### src/rtl/muxbus_pkg.sv
`timescale 1ns/1ps
package muxbus_pkg;
  localparam int unsigned WORD_W = 32;
  localparam int unsigned QTR_W  = WORD_W / 4;
  localparam int unsigned HALF_W = WORD_W / 2;

  typedef enum logic [2:0] {ST_IDLE, ST_ADDR, ST_TURN, ST_DATA, ST_DONE} seq_state_t;

  function automatic logic [2:0] beats_for(input logic [1:0] code);
    case (code)
      2'd0:    beats_for = 3'd4;
      2'd1:    beats_for = 3'd2;
      default: beats_for = 3'd1;
    endcase
  endfunction

  function automatic int unsigned lane_bits(input logic [1:0] code);
    case (code)
      2'd0:    lane_bits = QTR_W;
      2'd1:    lane_bits = HALF_W;
      default: lane_bits = WORD_W;
    endcase
  endfunction

  function automatic logic [WORD_W-1:0] lane_mask(input logic [1:0] code);
    case (code)
      2'd0:    lane_mask = {{(WORD_W-QTR_W){1'b0}}, {QTR_W{1'b1}}};
      2'd1:    lane_mask = {{(WORD_W-HALF_W){1'b0}}, {HALF_W{1'b1}}};
      default: lane_mask = {WORD_W{1'b1}};
    endcase
  endfunction

  // bit offset of beat k when the top portion goes first
  function automatic int unsigned beat_shift(input logic [1:0] code, input logic [1:0] beat);
    int unsigned nb;
    nb = int'(beats_for(code));
    beat_shift = (nb - 1 - int'(beat)) * lane_bits(code);
  endfunction
endpackage

### src/rtl/muxbus_ctrl.sv
`timescale 1ns/1ps
module muxbus_ctrl
  import muxbus_pkg::*;
#(
  parameter int unsigned BEAT_CYC = 2
) (
  input  logic       clk,
  input  logic       rst_n,
  input  logic       start,
  input  logic       is_read,
  input  logic [2:0] nbeats,
  output seq_state_t state,
  output logic [1:0] beat_idx,
  output logic       beat_end
);
  localparam int unsigned CW = (BEAT_CYC > 1) ? $clog2(BEAT_CYC) : 1;
  localparam logic [CW-1:0] CYC_LAST = CW'(BEAT_CYC - 1);

  logic [CW-1:0] cyc;
  logic          last_beat;

  assign beat_end  = (state == ST_ADDR || state == ST_DATA) && (cyc == CYC_LAST);
  assign last_beat = ({1'b0, beat_idx} == (nbeats - 3'd1));

  always_ff @(posedge clk or negedge rst_n) begin
    if (!rst_n) begin
      state    <= ST_IDLE;
      cyc      <= '0;
      beat_idx <= '0;
    end else begin
      case (state)
        ST_IDLE: if (start) begin
          state    <= ST_ADDR;
          cyc      <= '0;
          beat_idx <= '0;
        end
        ST_ADDR: begin
          if (beat_end) begin
            cyc <= '0;
            if (last_beat) begin
              beat_idx <= '0;
              state    <= is_read ? ST_TURN : ST_DATA;
            end else begin
              beat_idx <= beat_idx + 2'd1;
            end
          end else begin
            cyc <= cyc + 1'b1;
          end
        end
        ST_TURN: state <= ST_DATA;
        ST_DATA: begin
          if (beat_end) begin
            cyc <= '0;
            if (last_beat) begin
              beat_idx <= '0;
              state    <= ST_DONE;
            end else begin
              beat_idx <= beat_idx + 2'd1;
            end
          end else begin
            cyc <= cyc + 1'b1;
          end
        end
        ST_DONE: state <= ST_IDLE;
        default: state <= ST_IDLE;
      endcase
    end
  end
endmodule

### src/rtl/muxbus_lane.sv
`timescale 1ns/1ps
module muxbus_lane
  import muxbus_pkg::*;
(
  input  logic [WORD_W-1:0] word,
  input  logic [1:0]        code,
  input  logic [1:0]        beat_idx,
  input  logic              odd,
  input  logic              en,
  output logic [WORD_W-1:0] lanes,
  output logic              par
);
  logic [WORD_W-1:0] shifted;

  always_comb begin
    shifted = word >> beat_shift(code, beat_idx);
    if (en) begin
      lanes = shifted & lane_mask(code);
      par   = (^lanes) ^ odd;
    end else begin
      lanes = '0;
      par   = 1'b0;
    end
  end
endmodule

### src/rtl/muxbus_rx.sv
`timescale 1ns/1ps
module muxbus_rx
  import muxbus_pkg::*;
(
  input  logic              clk,
  input  logic              rst_n,
  input  logic              clear,
  input  logic              sample,
  input  logic [WORD_W-1:0] din,
  input  logic              par_in,
  input  logic [1:0]        code,
  input  logic              odd,
  output logic [WORD_W-1:0] rdata,
  output logic              perr
);
  logic [WORD_W-1:0] active;
  logic              bad;

  assign active = din & lane_mask(code);
  assign bad    = ((^active) ^ par_in) != odd;

  always_ff @(posedge clk or negedge rst_n) begin
    if (!rst_n) begin
      rdata <= '0;
      perr  <= 1'b0;
    end else if (clear) begin
      rdata <= '0;
      perr  <= 1'b0;
    end else if (sample) begin
      rdata <= (rdata << lane_bits(code)) | active;
      perr  <= perr | bad;
    end
  end
endmodule

### src/rtl/muxbus_seq.sv
`timescale 1ns/1ps
module muxbus_seq
  import muxbus_pkg::*;
#(
  parameter int unsigned BEAT_CYC = 2
) (
  input  logic        clk,
  input  logic        rst_n,
  input  logic        req_valid,
  output logic        req_ready,
  input  logic        req_write,
  input  logic [1:0]  req_width,
  input  logic        req_odd,
  input  logic [31:0] req_addr,
  input  logic [31:0] req_wdata,
  output logic        rsp_done,
  output logic [31:0] rsp_rdata,
  output logic        rsp_perr,
  output logic        bus_cs_n,
  output logic        bus_ale,
  output logic        bus_oe,
  output logic        bus_rd,
  output logic [31:0] bus_dout,
  output logic        bus_par_out,
  input  logic [31:0] bus_din,
  input  logic        bus_par_in
);
  seq_state_t        state;
  logic [1:0]        beat_idx;
  logic              beat_end;
  logic              accept;
  logic [WORD_W-1:0] l_addr, l_wdata;
  logic              l_write, l_odd;
  logic [1:0]        l_code;
  logic              drive;
  logic              busy;

  assign req_ready = (state == ST_IDLE);
  assign accept    = req_valid && req_ready;

  always_ff @(posedge clk or negedge rst_n) begin
    if (!rst_n) begin
      l_addr  <= '0;
      l_wdata <= '0;
      l_write <= 1'b0;
      l_odd   <= 1'b0;
      l_code  <= '0;
    end else if (accept) begin
      l_addr  <= req_addr;
      l_wdata <= req_wdata;
      l_write <= req_write;
      l_odd   <= req_odd;
      l_code  <= req_width;
    end
  end

  muxbus_ctrl #(.BEAT_CYC(BEAT_CYC)) u_ctrl (
    .clk      (clk),
    .rst_n    (rst_n),
    .start    (accept),
    .is_read  (!l_write),
    .nbeats   (beats_for(l_code)),
    .state    (state),
    .beat_idx (beat_idx),
    .beat_end (beat_end)
  );

  assign drive = (state == ST_ADDR) || (state == ST_DATA && l_write);
  assign busy  = (state == ST_ADDR) || (state == ST_TURN) || (state == ST_DATA);

  muxbus_lane u_lane (
    .word     ((state == ST_ADDR) ? l_addr : l_wdata),
    .code     (l_code),
    .beat_idx (beat_idx),
    .odd      (l_odd),
    .en       (drive),
    .lanes    (bus_dout),
    .par      (bus_par_out)
  );

  muxbus_rx u_rx (
    .clk    (clk),
    .rst_n  (rst_n),
    .clear  (accept),
    .sample ((state == ST_DATA) && beat_end && !l_write),
    .din    (bus_din),
    .par_in (bus_par_in),
    .code   (l_code),
    .odd    (l_odd),
    .rdata  (rsp_rdata),
    .perr   (rsp_perr)
  );

  assign bus_cs_n = !busy;
  assign bus_ale  = (state == ST_ADDR);
  assign bus_oe   = drive;
  assign bus_rd   = busy && !l_write;
  assign rsp_done = (state == ST_DONE);
endmodule

### config.mk
export PLATFORM = sky130hd
export DESIGN_NAME = muxbus_seq
export DESIGN_NICKNAME = d
export VERILOG_FILES = /design/src/rtl/muxbus_pkg.sv /design/src/rtl/muxbus_ctrl.sv /design/src/rtl/muxbus_lane.sv /design/src/rtl/muxbus_rx.sv /design/src/rtl/muxbus_seq.sv
export SDC_FILE = /design/constraint.sdc
export NUM_CORES = 1
export LEC_CHECK = 0
export BUFFER_PORTS_ARGS = -buffer_cell sky130_fd_sc_hd__buf_2
export CORE_MARGIN = 2
export CORE_UTILIZATION = 45
export CTS_CLUSTER_DIAMETER = 150
export CTS_CLUSTER_SIZE = 30
export DETAILED_ROUTE_END_ITERATION = 12
export PLACE_DENSITY = 0.67
export SLEW_MARGIN = 10
export SYNTH_ARGS = -nofsm -noshare
export SYNTH_HDL_FRONTEND = slang
export SYNTH_SLANG_ARGS = --single-unit
export TNS_END_PERCENT = 5
### constraint.sdc
create_clock -name clk -period 22 [get_ports clk]
set_input_delay 4.4 -clock clk [delete_from_list [all_inputs] [get_ports clk]]
set_output_delay 4.4 -clock clk [all_outputs]
set_load 0.005 [all_outputs]
==> results of run 1 <==
-- critical path: stages, from the launching register on --
cell and delay (ps):
dfrtp_2 980, ha_1 280, inv_1 70, fa_1 450, ha_1 260, nor3_1 410, inv_1 160, fa_1 510
inv_1 80, ha_1 320, ha_1 300, ha_1 450, a2111o_1 410, a31oi_1 200, nor2_1 110, o21ai_0 410
a21oi_1 110, a31oi_1 210, nand2_1 90, nor4bb_1 300, nand2_1 660, a2111oi_0 720, buf_2 220
-- cells in the final DEF (no fill, tap or decap), types with 14 or more instances in the layout --
master,n
nor2_1,43
dfrtp_1,106
ha_1,75
nor3_1,15
nand2_1,282
nand2b_1,14
fa_1,20
xnor2_1,55
or3_1,14
xor2_1,19
nor4_1,21
mux2i_1,54
inv_1,52
o21ai_0,53
a21oi_1,45
buf_2,174
nand3_1,20
-- state kept, by name, summed over array words and instances, names as in the netlist --
| name | flops |
|---|---|
| l_odd | 1 |
| u_ctrl.state | 3 |
| u_ctrl.beat_idx | 2 |
| l_wdata | 32 |
| u_ctrl.cyc | 1 |
| l_addr | 32 |
| u_rx.perr | 1 |
| l_write | 1 |
| l_code | 2 |
| u_rx.rdata | 32 |
-- worst min-delay path by stage --
stage | startpoint | end | slack [ps] | cells after the start
6_report | u_rx.perr | u_rx.perr | 480 | 2
5_1_grt | l_addr[7] | l_addr[7] | 500 | 2
4_1_cts | u_rx.perr | u_rx.perr | 480 | 2
3_5_place_dp | l_addr[3] | l_addr[3] | 460 | 2
3_3_place_gp | l_wdata[5] | l_wdata[5] | 460 | 2
2_1_floorplan | l_wdata[3] | l_wdata[3] | 440 | 2
-- kinds of logic after synthesis --
group	count (synthesis)	share of synthesized area
AOI/OAI and AO/OA	204	0.1385
and+or+nand+nor	482	0.2266
other	1	0.0003825
DFF	107	0.2731
xor gates and xnor gates	78	0.07568
adders and majority gates	95	0.1365
muxes	73	0.09916
buffers and inverters	116	0.05003
-- area by class of cell --
| type | instances | area share |
|---|---|---|
| multi-input combinational | 935 | 0.5972 |
| sequential | 107 | 0.2403 |
| timing repair buffer | 182 | 0.08352 |
| tap | 280 | 0.03143 |
| clock buffer | 9 | 0.02021 |
| inverter | 54 | 0.01863 |
| clock inverter | 7 | 0.008644 |
-- layer usage --
metal,part of all wire,up-vias,track usage,wire [um]
met5,0,-,0,0
met4,0.036,0,0.09815,1029
met3,0.053,64,0.02784,1505
met2,0.46,313,0.3959,13100
met1,0.45,4174,0.3423,12890
li1,-,4332,-,-
-- per-stage QoR --
step           instances  hold WS [ps]    util
2_1_floorplan       1158         437.5       -
3_3_place_gp        1558         455.1  0.5006
3_5_place_dp        1558         464.4  0.5006
4_1_cts             1574         482.0  0.5155
5_1_grt             1574         496.6  0.5155
6_report            1574         476.8  0.5155
==> flow_summary.toml, run 1 <==
[outcome]
status = "finished, final reports clean"

[clocking]
ctsHtreeMaxLevel = 3
cts.reportedPaths.clkPinSlew_ps = 80
cts_sinks = 107
cts_tree = "yes"
cts_buffer_depth = 2
cts-root-buf = "clkbuf_16"
insertion_delay_ps = 360
postCtsResizedCells = 0
cts_setup_buffers = 0
cts_buffers = 9
holdBufCountCts = 0

[place]
gp_congestion = 0.9730
portBuffers = 175
place_area_um2 = 10820
place_hpwl_mm = 21.88
place_ws_ps = 10100

[worst_setup_path]
reg2regPathDepth = 6
worstSetupPathType = "register to primary output"
r2r-end = "u_ctrl.beat_idx[1]"
path_max_fanout = 61
r2r_setup_slack_ps = 19700
critPathArrivalTime_ps = 8100
startpoint_type = "register"
cp-end-kind = "primary output"
critPathCapture = "bus_dout[4]"
rr_startpoint = "l_code[1]"
cp.required_ps = 17600
cp-startpoint = "l_code[1]"

[yosys]
synth_cell_types = 77
synth_area_per_cell_um2 = 8.481
ys.flop_type = "dfrtp_1"
synth_top_area_share = 0.2731
synth_common_cells = "283 x nand2_1, 107 x dfrtp_1, 75 x ha_1"
async_flop_share = 1.000
synth_edf_count = 0
ys_ff_latch = 107
yosys.area.top_type = "dfrtp_1"
syn_area_um2 = 9804
syn-instance-count = 1156
synthTopCellsByArea = "dfrtp_1 27%, nand2_1 11%, ha_1 9.6%"
synth_most_common_cell = "nand2_1"
ys_warn_count = 0
ys_seq_area_frac = 0.2731

[detailed_routing]
drt_first_pass_iters = 5
num_vias = 8883
wl_mm = 28.52
final_antenna_net_count = 0
post_drt_via_cell_ratio = 5.644
drtIter0Drc = 687
post_drt_wl_per_cell_um = 18.12
drc_errors = 0

[timing]
worstMarginPinSlew_ps = 1258
setup_slack_ps = 9498
setup_violations = 0
finalMaxSlewViolations = 0
rsz0062_at_grt = "false"
fin_skew_ps = 12.56
slew_headroom = 0.1526
tns_ps = 0
fmax_mhz = 79.99
layout_worst_path_cycle_share = 0.5683
fin_crit_ps = 12500
hold_viol_final = 0

[grt]
grt_pass1_vias = 8445
antenna_found_initial = 0
grt_first_pass_wirelength_mm = 44.52
gr-usage-all-layers = 0.2467
grt_max_degree = 70
grt-ovfl-total = 0

[floorplanning]
fp.coreArea_um2 = 21620
start_util = 0.4535
dieArea_um2 = 22980
die_x_um = 151.6
pin_count = 176
die_h_um = 151.6
rows = 54

[final_layout]
fin_area_um2 = 11150
antenna_cells = 0
layout-drive-gt1-share = 0.1770
seq_area_um2 = 2679
layout.nets = 1488
area_delta_synth_final_pct = 13.68
nFillCells = 2070
multi_input_area_um2 = 6656

[flow_run]
cap_violations = 0

[worst_hold_path]
hp-class = "register to register"
Power of run 1 is not shown: default switching activity piles up to over one toggle a cycle in this logic, so the estimate is an artifact.
==> run 2: changes to the inputs <==
--- a/config.mk
+++ b/config.mk
@@ -11,7 +11,7 @@
 export CTS_CLUSTER_DIAMETER = 150
 export CTS_CLUSTER_SIZE = 30
 export DETAILED_ROUTE_END_ITERATION = 12
-export PLACE_DENSITY = 0.67
+export PLACE_DENSITY = 0.69
 export SLEW_MARGIN = 10
 export SYNTH_ARGS = -nofsm -noshare
 export SYNTH_HDL_FRONTEND = slang
==> constraint.sdc (replaced) <==
create_clock -name clk -period 11.1 [get_ports clk]
set_input_delay 2.22 -clock clk [delete_from_list [all_inputs] [get_ports clk]]
set_output_delay 2.22 -clock clk [all_outputs]
set_load 0.005 [all_outputs]
==> flow_summary.toml, run 2 (same netlist as run 1, synthesis figures left out) <==
[detailed_routing]
drt_first_pass_iters = 5
post_drt_wl_per_cell_um = 18.36
wl_mm = 28.92
post_drt_via_cell_ratio = 5.743
drc_errors = 0
drtIter0Drc = 758
final_antenna_net_count = 0
num_vias = 9046

[timing]
worstMarginPinSlew_ps = 1222
fin_crit_ps = 10380
setup_violations = 0
hold_viol_final = 0
tns_ps = 0
slew_headroom = 0.1765
rsz0062_at_grt = "false"
finalMaxSlewViolations = 0
layout_worst_path_cycle_share = 0.9349
fin_skew_ps = 11.77
fmax_mhz = 96.37

[worst_setup_path]
cp_common_cell = "ha_1"
slowest_delay_ps = 1000
reg2regPathDepth = 7
path_max_fanout = 61
r2r-end = "u_ctrl.beat_idx[1]"
r2r_setup_slack_ps = 8580
rr_startpoint = "l_code[1]"
startpoint_type = "register"
critPathArrivalTime_ps = 8160
cp-end-kind = "primary output"
cp.required_ps = 8880
worstSetupPathType = "register to primary output"
cp_cell_sequence = "nor2_2 > buf_4 > fa_1 > ha_1 > nor3_1 > inv_1 > fa_1 > inv_1 > ha_1 > ha_1 > ha_1 > o211a_1 > a21bo_2 > a311o_1 > a2111oi_0 > o31ai_1 > mux2i_1 > a2111oi_0 > nand3b_1 > mux2i_1 > mux2i_1 > buf_2"
slowest_stage = "dfrtp_2"

[clocking]
cts-root-buf = "clkbuf_16"
cts_buffer_depth = 2
insertion_delay_ps = 360
ctsHtreeMaxLevel = 3
cts_sinks = 107
cts.reportedPaths.clkPinSlew_ps = 80
postCtsResizedCells = 0
cts_buffers = 9
cts_tree = "yes"
cts_setup_buffers = 0
holdBufCountCts = 0

[final_layout]
largestRegisters = "l_addr x32, l_wdata x32, u_rx.rdata x32"
layout-drive-gt1-share = 0.1776
final_cell_mix = "282 x nand2_1, 174 x buf_2, 106 x dfrtp_1"
final_common_cell = "nand2_1"
antenna_cells = 0
area_delta_synth_final_pct = 13.57
layout.nets = 1489

[place]
portBuffers = 175
gp_congestion = 0.9911
place_hpwl_mm = 22.24

[worst_hold_path]
min_from = "l_wdata[1]"
holdPathStages = 2
holdPathEnd = "l_wdata[1]"
hp-class = "register to register"

[floorplanning]
die_h_um = 151.6
dieArea_um2 = 22980
fp.coreArea_um2 = 21620
die_x_um = 151.6
pin_count = 176
start_util = 0.4535
rows = 54

[grt]
antenna_found_initial = 0
grt_pass1_vias = 8987
grt_max_degree = 82
gr-usage-all-layers = 0.2591
grt_first_pass_wirelength_mm = 46.64
grt-ovfl-total = 0

[flow_run]
cap_violations = 0

[outcome]
status = "finished, final reports clean"
[run 2: cell count changes in the layout (fill, tap and decap cells not counted), sizes merged]
cell    previous run  this run
inv               55        57
buf              182       183
bufinv             1         0
clkinv             4         3
[run 2: worst max path at each step]
| stage | startpoint | end | slack, ps | cells past startpoint |
|---|---|---|---|---|
| detailed placement | l_code[1] | bus_par_out | 1110 | 22 |
| finish | l_code[1] | bus_par_out | 720 | 22 |
| global route | l_code[1] | bus_par_out | 130 | 22 |
| global placement | l_code[1] | bus_par_out | 1120 | 22 |
| CTS | l_code[1] | bus_par_out | 690 | 22 |
| floorplan | l_code[1] | bus_dout[16] | 2290 | 24 |
[run 2: worst max-delay path, delay by kind of cell (launching register included)]
family          cells  cell delay [ps]
mux                 3              710
buf+inv             4              650
fa+ha+maj           6             2130
flops               1             1000
simple gates        3              690
compound gates      6             2580
[run 2: final cells by class]
type	instances	area [um2]
Inverter	54	207.7
Clock inverter	7	77.57
Timing Repair Buffer	183	938.4
Clock buffer	9	225.2
Multi-Input combinational cell	935	6656
Fill cell	2108	10490
Sequential cell	107	2679
Tap cell	280	350.3
[run 2: metal layers]
layer  wire length [um]  vias up  global-route usage
li1                   -     4322                   -
met1              12550     4302              0.3461
met2              13550      349              0.4217
met3               1623       73             0.03234
met4               1184        0              0.1185
met5                  0        -                   0
[run 2: through the flow]
step | cell area (um2) | util | hold WS [ps] | std cells | setup WS, ps
3_3_place_gp | 10830 | 0.5010 | 452.8 | 1559 | 1116
4_1_cts | 11130 | 0.5150 | 483.6 | 1575 | 685.9
3_5_place_dp | 10830 | 0.5010 | 464.0 | 1559 | 1111
6_report | 11130 | 0.5150 | 483.7 | 1575 | 722.9
2_1_floorplan | 9812 | - | 437.5 | 1158 | 2290
5_1_grt | 11130 | 0.5150 | 506.0 | 1575 | 134.4
Power of run 2 is left out for the same reason.
==> run 3: changes to the inputs <==
--- a/config.mk
+++ b/config.mk
@@ -7,11 +7,11 @@
 export LEC_CHECK = 0
 export BUFFER_PORTS_ARGS = -buffer_cell sky130_fd_sc_hd__buf_2
 export CORE_MARGIN = 2
-export CORE_UTILIZATION = 45
+export CORE_UTILIZATION = 52
 export CTS_CLUSTER_DIAMETER = 150
 export CTS_CLUSTER_SIZE = 30
 export DETAILED_ROUTE_END_ITERATION = 12
-export PLACE_DENSITY = 0.69
+export PLACE_DENSITY = 0.78
 export SLEW_MARGIN = 10
 export SYNTH_ARGS = -nofsm -noshare
 export SYNTH_HDL_FRONTEND = slang
==> flow_summary.toml, run 3 (same netlist as run 1, synthesis figures left out) <==
[outcome]
status = "finished, final reports clean"

[final_layout]
antenna_cells = 0
layout-drive-gt1-share = 0.1757
largestRegisters = "l_addr x32, l_wdata x32, u_rx.rdata x32"
area_delta_synth_final_pct = 12.90
layout.nets = 1487
final_common_cell = "nand2_1"
final_cell_mix = "282 x nand2_1, 174 x buf_2, 106 x dfrtp_1"
final_util = 0.5958
fin_area_um2 = 11070

[detailed_routing]
post_drt_via_cell_ratio = 5.955
drc_errors = 0
final_antenna_net_count = 0
post_drt_wl_per_cell_um = 18.37
wl_mm = 28.04
drtIter0Drc = 613
drt_first_pass_iters = 6
num_vias = 9087

[worst_setup_path]
reg2regPathDepth = 6
path_max_fanout = 61
cp-startpoint = "l_code[1]"
rr_startpoint = "l_code[1]"
cp.required_ps = 8880
worstSetupPathType = "register to primary output"
critPathArrivalTime_ps = 8270
cp-end-kind = "primary output"
r2r-end = "u_ctrl.beat_idx[1]"
r2r_setup_slack_ps = 8240
startpoint_type = "register"

[place]
place_hpwl_mm = 21.79
place_area_um2 = 10760
portBuffers = 175
gp_congestion = 0.9280

[worst_hold_path]
min_from = "l_wdata[5]"
hp-class = "register to register"
holdPathStages = 2
holdPathEnd = "l_wdata[5]"

[timing]
worstMarginPinSlew_ps = 1251
tns_ps = 0
fin_skew_ps = 9.862
rsz0062_at_grt = "false"
slew_headroom = 0.1662
finalMaxSlewViolations = 0
setup_violations = 0
hold_ws_ps = 475.5
fin_crit_ps = 10490
hold_viol_final = 0
fmax_mhz = 95.33
layout_worst_path_cycle_share = 0.9450

[floorplanning]
start_util = 0.5277
rows = 50
die_x_um = 141.3
die_h_um = 141.3
fp.coreArea_um2 = 18580
pin_count = 176
dieArea_um2 = 19970

[clocking]
ctsHtreeMaxLevel = 3
cts.reportedPaths.clkPinSlew_ps = 70
cts_buffers = 9
postCtsResizedCells = 0
cts-root-buf = "clkbuf_16"
cts_setup_buffers = 0
insertion_delay_ps = 360
cts_buffer_depth = 2
cts_tree = "yes"
holdBufCountCts = 0
cts_sinks = 107

[grt]
gr-usage-all-layers = 0.2820
grt_first_pass_wirelength_mm = 44.79
grt_max_degree = 78
antenna_found_initial = 1
grt-ovfl-total = 0
grt_pass1_vias = 8913

[flow_run]
cap_violations = 0
## run 3: final cells by class
cell class / instances / area, um2
flip-flops and latches: 107 / 2679
fillers: 1646 / 7511
clock inverters: 4 / 57.56
inverters: 54 / 207.7
repair buffers: 181 / 923.4
multi-input cells: 935 / 6656
well taps: 234 / 292.8
clock buffers: 11 / 252.7
## run 3: worst max path at each step
stage	cells past startpoint	endpoint
floorplan	24	bus_dout[16]
global placement	20	bus_dout[0]
detailed placement	21	bus_par_out
CTS	21	bus_par_out
global route	21	bus_par_out
finish	21	bus_par_out
## run 3: metal layers
metal  up-vias  global-route usage  share of wire
li1       4314                   -              -
met1      4359              0.3634           0.42
met2       337              0.4584           0.47
met3        77             0.05467          0.062
met4         0              0.1368          0.045
met5         -                   0              0
## run 3: per-stage QoR
step,setup slack (ps),instances
6_report,610.1,1526
5_1_grt,142.5,1526
4_1_cts,723.2,1526
3_5_place_dp,1118,1511
3_3_place_gp,1142,1511
2_1_floorplan,2290,1158
## run 3: critical path, cell delays in order, from the launching register on
cell,delay (ps)
dfrtp_2,740
nor2_2,910
ha_1,410
a21o_1,170
ha_1,220
nand2b_1,250
fa_1,560
inv_1,70
ha_1,330
ha_1,310
ha_1,440
a2111o_1,410
a31oi_1,180
nor2_1,100
o21ai_0,370
a31oi_1,230
or3_1,350
a2111oi_0,910
nand3b_1,150
mux2i_1,240
mux2i_1,350
buf_2,180
Power of run 3 is left out for the same reason.
